===== config.mk =====
export PLATFORM = sky130hd
export DESIGN_NAME = pipe_flush_ctrl
export DESIGN_NICKNAME = d
export VERILOG_FILES = /design/src/rtl/pfc_pkg.sv /design/src/rtl/exc_prio_sel.sv /design/src/rtl/squash_mask_gen.sv /design/src/rtl/trap_seq.sv /design/src/rtl/pipe_flush_ctrl.sv
export SDC_FILE = /design/constraint.sdc
export NUM_CORES = 1
export LEC_CHECK = 0
export ABC_AREA = 1
export BUFFER_PORTS_ARGS = -buffer_cell sky130_fd_sc_hd__buf_2
export CORE_UTILIZATION = 40
export CTS_CLUSTER_DIAMETER = 120
export CTS_CLUSTER_SIZE = 40
export DETAILED_ROUTE_END_ITERATION = 16
export PLACE_DENSITY = 0.75
export SLEW_MARGIN = 20
export SYNTH_ARGS = -nofsm -noshare
export SYNTH_HDL_FRONTEND = slang
export SYNTH_SLANG_ARGS = --single-unit

===== constraint.sdc =====
create_clock -name clk -period 1.41 [get_ports clk]
set_clock_uncertainty 0.1 [all_clocks]
set_input_delay 0.0705 -clock clk [delete_from_list [all_inputs] [get_ports clk]]
set_output_delay 0.0705 -clock clk [all_outputs]
set_load 0.05 [all_outputs]

===== src/rtl/pfc_pkg.sv =====
// Package: shared stage numbering for the flush controller.
// Assumes a fixed five-stage in-order pipeline; a higher index is older.
package pfc_pkg;
    localparam int NSTAGE = 5;
    localparam int IDX_W  = $clog2(NSTAGE);

    typedef logic [IDX_W-1:0] stg_idx_t;

    typedef enum logic [IDX_W-1:0] {
        STG_IF  = 3'd0,
        STG_ID  = 3'd1,
        STG_EX  = 3'd2,
        STG_MEM = 3'd3,
        STG_WB  = 3'd4
    } stage_e;
endpackage


===== src/rtl/exc_prio_sel.sv =====
// Module: picks the oldest stage with a live exception request.
// Assumes a higher stage index holds an older instruction.
module exc_prio_sel
    import pfc_pkg::*;
#(
    parameter int NST = NSTAGE
) (
    input  logic [NST-1:0] valid_i,
    input  logic [NST-1:0] req_i,
    output logic           hit_o,
    output stg_idx_t       idx_o
);
    logic [NST-1:0] live;

    assign live  = valid_i & req_i;
    assign hit_o = |live;

    // Scan from young to old so the deepest live request is left standing.
    always_comb begin
        idx_o = stg_idx_t'(STG_IF);
        for (int i = 0; i < NST; i++) begin
            if (live[i]) idx_o = stg_idx_t'(i);
        end
    end
endmodule


===== src/rtl/squash_mask_gen.sv =====
// Module: builds the per-latch clear mask for a fault in stage idx_i.
// Assumes the pipeline advances one stage before the mask is applied,
// so the faulting instruction then sits in stage idx_i+1.
module squash_mask_gen
    import pfc_pkg::*;
#(
    parameter int NST = NSTAGE
) (
    input  stg_idx_t       idx_i,
    output logic [NST-1:0] mask_o
);
    // Bit 0 never clears (fetch takes the trap); bits 1..idx+1 clear.
    for (genvar g = 0; g < NST; g++) begin : g_bit
        if (g == 0) begin : g_fetch
            assign mask_o[g] = 1'b0;
        end else begin : g_rest
            assign mask_o[g] = (g <= int'(idx_i) + 1);
        end
    end
endmodule


===== src/rtl/trap_seq.sv =====
// Module: tracks the injected trap from fetch to writeback.
// Assumes no stalls while pending; a request is taken only when idle.
module trap_seq
    import pfc_pkg::*;
#(
    parameter int NST = NSTAGE
) (
    input  logic clk,
    input  logic rst_n,
    input  logic hit_i,
    output logic take_o,
    output logic pending_o,
    output logic inject_o
);
    localparam int CNT_W = $clog2(NST);
    localparam logic [CNT_W-1:0] LAST = CNT_W'(NST - 1);

    logic [CNT_W-1:0] cnt;

    assign take_o = hit_i && !pending_o;

    // Pending window: set on acceptance, cleared after NST cycles.
    always_ff @(posedge clk) begin
        if (!rst_n) begin
            pending_o <= 1'b0;
            cnt       <= '0;
        end else if (take_o) begin
            pending_o <= 1'b1;
            cnt       <= '0;
        end else if (pending_o) begin
            if (cnt == LAST) pending_o <= 1'b0;
            else             cnt       <= cnt + 1'b1;
        end
    end

    // One-cycle trap injection strobe toward fetch.
    always_ff @(posedge clk) begin
        if (!rst_n) inject_o <= 1'b0;
        else        inject_o <= take_o;
    end

    p_cnt_range_r9: assert property (@(posedge clk) disable iff (!rst_n)
        pending_o |-> (cnt <= LAST));
    p_start_strobe_r9: assert property (@(posedge clk) disable iff (!rst_n)
        $rose(pending_o) |-> inject_o);
endmodule


===== src/rtl/pipe_flush_ctrl.sv =====
// Module: top of the exception flush controller.
// Selects the oldest faulting stage, squashes it and younger work,
// records restart state and injects a trap. Assumes no stalls while a
// trap is pending and that stage PCs/causes are stable in their cycle.
module pipe_flush_ctrl
    import pfc_pkg::*;
#(
    parameter int PC_W    = 32,
    parameter int CAUSE_W = 4
) (
    input  logic                    clk,
    input  logic                    rst_n,
    input  logic [NSTAGE-1:0]       stage_valid_i,
    input  logic [NSTAGE-1:0]       stage_exc_i,
    input  logic [NSTAGE*PC_W-1:0]  stage_pc_i,
    input  logic [NSTAGE*CAUSE_W-1:0] stage_cause_i,
    input  logic [NSTAGE-1:0]       stage_branch_i,
    output logic [NSTAGE-1:0]       squash_o,
    output logic                    inject_trap_o,
    output logic                    trap_pending_o,
    output logic [PC_W-1:0]         epc_o,
    output logic [CAUSE_W-1:0]      cause_o,
    output logic                    restart_branch_o
);
    logic            hit;
    logic            take;
    stg_idx_t        sel_idx;
    logic [NSTAGE-1:0] mask;

    exc_prio_sel #(.NST(NSTAGE)) u_sel (
        .valid_i (stage_valid_i),
        .req_i   (stage_exc_i),
        .hit_o   (hit),
        .idx_o   (sel_idx)
    );

    squash_mask_gen #(.NST(NSTAGE)) u_mask (
        .idx_i  (sel_idx),
        .mask_o (mask)
    );

    trap_seq #(.NST(NSTAGE)) u_seq (
        .clk       (clk),
        .rst_n     (rst_n),
        .hit_i     (hit),
        .take_o    (take),
        .pending_o (trap_pending_o),
        .inject_o  (inject_trap_o)
    );

    // Squash mask is a one-cycle pulse after acceptance.
    always_ff @(posedge clk) begin
        if (!rst_n) squash_o <= '0;
        else        squash_o <= take ? mask : '0;
    end

    // Restart state is captured on acceptance and held otherwise.
    always_ff @(posedge clk) begin
        if (!rst_n) begin
            epc_o            <= '0;
            cause_o          <= '0;
            restart_branch_o <= 1'b0;
        end else if (take) begin
            epc_o            <= stage_pc_i[int'(sel_idx)*PC_W +: PC_W];
            cause_o          <= stage_cause_i[int'(sel_idx)*CAUSE_W +: CAUSE_W];
            restart_branch_o <= stage_branch_i[sel_idx];
        end
    end

    p_inject_pulse_r2: assert property (@(posedge clk) disable iff (!rst_n)
        inject_trap_o |=> !inject_trap_o);
    p_squash_with_inject_r4: assert property (@(posedge clk) disable iff (!rst_n)
        (squash_o != '0) |-> inject_trap_o);
    p_squash_shape_r3: assert property (@(posedge clk) disable iff (!rst_n)
        inject_trap_o |-> (!squash_o[0] && squash_o[1]));
    p_hold_when_pending_r10: assert property (@(posedge clk) disable iff (!rst_n)
        trap_pending_o |=> ($stable(epc_o) && $stable(cause_o) && !inject_trap_o));
endmodule


==> results.json <==
{
  "status": "completed",
  "whs_endpoint": "epc_o[7]",
  "hpwl_mm": 9.790,
  "arrival_ps": 1420,
  "cpMostUsedCell": "a21oi_2",
  "endpoint_kind": "flip-flop",
  "ys_ff_latch": 46,
  "reg2reg_depth": 6,
  "finalCritPeriodShare": 0.9100,
  "final_common_cell": "buf_2",
  "drcViolationCount": 0,
  "cts_buffer_depth": 2,
  "peakVddDrop_mv": 0.4840,
  "antenna_left": 0,
  "period_minus_slack_ps": 1283,
  "final_util": 0.6200,
  "antenna_cells": 0,
  "synth_cells": 727,
  "yosys-top-cells-area": "dfxtp_1 (24%), nand3_1 (19%), nand2_1 (18%)",
  "worst_path_max_delay_cell": "dfxtp_2",
  "die_x_um": 100.9,
  "syn_to_final_growth_pct": 48.51,
  "mostFrequentLayoutCells": "buf_2 (239), nand2_1 (190), inv_1 (151), nand3_1 (151), nor2_1 (78)",
  "drt_iter0_markers": 133,
  "cts_root_buffer": "clkbuf_8",
  "r2r-start": "u_seq.cnt[0]",
  "grt_max_degree": 37,
  "detailroute.wirelength.met3_um": 982,
  "cp_top_family": "flip-flops",
  "vias": 5155,
  "syn-num-nets": 928,
  "path_cells": "inv_1 -> ha_2 -> a21oi_2 -> nand2_1 -> or2_4 -> a21oi_2",
  "hold_start": "stage_pc_i[135]",
  "powerDensity_nw_per_um2": 854.9,
  "place.gp.congestion": 0.8290,
  "routed_wl_mm": 13.13,
  "numCtsBuffers": 5,
  "wl_met2_mm": 6.455,
  "die_area_sq_um": 10180,
  "antenna_found_initial": 0,
  "synth.cell_area_sq_um": 3913,
  "cp_max_fo": 3,
  "drive_above_1_share": 0.3028,
  "setup_viol_count_final": 0,
  "worst-path-buf-inv": 1,
  "rsz0062_at_grt": "false",
  "port-buffer-count": 239,
  "avgViaCountPerCell": 4.632,
  "start_util": 0.4175,
  "min_path_type": "input port to flip-flop",
  "slew_viol_final": 0,
  "pin_count": 241,
  "yosys_warnings": 0,
  "clock_latency_ps": 290,
  "fillCellCount": 959,
  "die_y_um": 100.9,
  "avgSynthCellArea_sq_um": 5.382,
  "hold_violations": 0,
  "m1WireLength_mm": 5.389,
  "cpPeakStageDelay_ps": 350,
  "wire_per_inst_um": 11.79,
  "hold_slack_ps": 5.284,
  "grt_pass1_vias": 4799,
  "path_class": "flip-flop to flip-flop",
  "start_kind": "flip-flop",
  "power_leakage_nw": 3.776,
  "htree_num_levels": 2,
  "cp.required_ps": 1550,
  "fp.coreArea_sq_um": 9371,
  "grt_pass1_wl_mm": 21.13,
  "routed.top_layer": "met4",
  "synth_top_area_cell": "dfxtp_1",
  "path_clk_slew_ps": 90,
  "grt_overflow": 0,
  "grt_util_all_layers": 0.2582,
  "ys_seq_area_frac": 0.2354,
  "whs_path_depth": 5,
  "cts_tree": "done",
  "rr_endpoint": "u_seq.cnt[2]",
  "finalNetCount": 1184,
  "timing.reg2reg.setup_slack_ps": 130,
  "fmax_ghz": 0.7794,
  "rows": 35,
  "max-cap-violations": 0,
  "synth_top_area_share": 0.2354,
  "clock_sinks": 46,
  "first_pass_iters": 5,
  "ys_types": 22
}
==> cells by family (layout without fill, tap and decap cells) <==
family                   Yosys count  after routing  share of synthesized area
AO/OA/AOI/OAI                     43             43                    0.05948
AND/OR/NAND/NOR                  435            435                     0.4800
flip-flops                        46             46                     0.2354
other                              1              1                  0.0009585
buffers and inverters            198            455                     0.2114
adder cells (fa/ha/maj)            4              4                    0.01279
==> report_power, final <==
| group | total (mW) | internal (mW) | switching, mW |
|---|---|---|---|
| Sequential | 1.57 | 1.48 | 0.0902 |
| Combinational | 2.40 | 0.863 | 1.54 |
| Clock | 0.995 | 0.523 | 0.472 |
| Total | 4.97 | 2.87 | 2.10 |
==> metrics by stage <==
step | instance area (sq um) | setup TNS (ps) | setup WS (ps) | instances | total power [mW]
after floorplan | 3920 | 0 | 24.45 | 727 | 3.133
after global placement | 5453 | 0 | 4.241 | 1081 | 3.932
after detailed placement | 5453 | -58.36 | -24.44 | 1081 | 3.946
after CTS | 5793 | 0 | 16.82 | 1112 | 4.997
after global routing | 5811 | 0 | 28.69 | 1113 | 5.297
final | 5811 | 0 | 126.9 | 1113 | 4.967
==> repair_timing <==
item / CTS / global route
setup buffers: 0 / 1
hold buffers: 23 / 0
pin swaps: 0 / 2
resized for setup: 1 / 4
endpoints found under the setup margin: 1 / 1
endpoints found under the hold margin: 23 / 0
==> registers in the layout, summed over array words and instances (netlist names) <==
register          count
cause_o               4
epc_o                32
restart_branch_o      1
squash_o              4
u_seq.cnt             3
u_seq.inject_o        1
u_seq.pending_o       1
==> worst max-delay path by stage <==
stage,startpoint,endpoint,cells past startpoint
3_5_place_dp,stage_valid_i[1],squash_o[2],10
3_3_place_gp,stage_valid_i[1],epc_o[3],12
4_1_cts,u_seq.cnt[1],u_seq.cnt[2],6
2_1_floorplan,u_seq.cnt[0],u_seq.cnt[2],6
5_1_grt,u_seq.cnt[0],u_seq.cnt[2],6
6_report,u_seq.cnt[0],u_seq.cnt[2],6
==> worst register-to-register path: cells and delay by family, from the launching register on <==
family,cells,cell delay [ps]
DFF,1,350
and+or+nand+nor,2,310
AOI/OAI and AO/OA,2,230
adders and majority gates,1,180
buffers and inverters,1,60
==> area by class of cell <==
class	instances	area [sq um]	share of cell area
well taps	129	161.4	0.02778
flip-flops and latches	46	927.1	0.1596
inverters	152	570.5	0.09819
clock buffers	5	68.82	0.01184
clock inverters	3	40.04	0.006891
repair buffers	295	1849	0.3183
multi-input cells	483	2193	0.3775
==> Yosys cell counts <==
library cell,count
a21oi_1,40
a31oi_1,1
buf_1,8
buf_2,22
buf_4,7
buf_6,4
clkbuf_1,5
conb_1,1
dfxtp_1,46
ha_1,4
inv_1,151
inv_2,1
nand2_1,190
nand2_2,6
nand2_4,2
nand3_1,151
nand3b_1,6
nor2_1,78
nor3_1,1
o211ai_4,1
o21ai_1,1
or2_2,1
==> layer usage <==
metal | GRT usage | vias up
met3 | 0.04508 | 30
met4 | 0.08696 | 0
li1 | - | 2708
met2 | 0.4821 | 213
met5 | 0 | -
met1 | 0.2947 | 2204
Power figures use the tool's default switching activity.
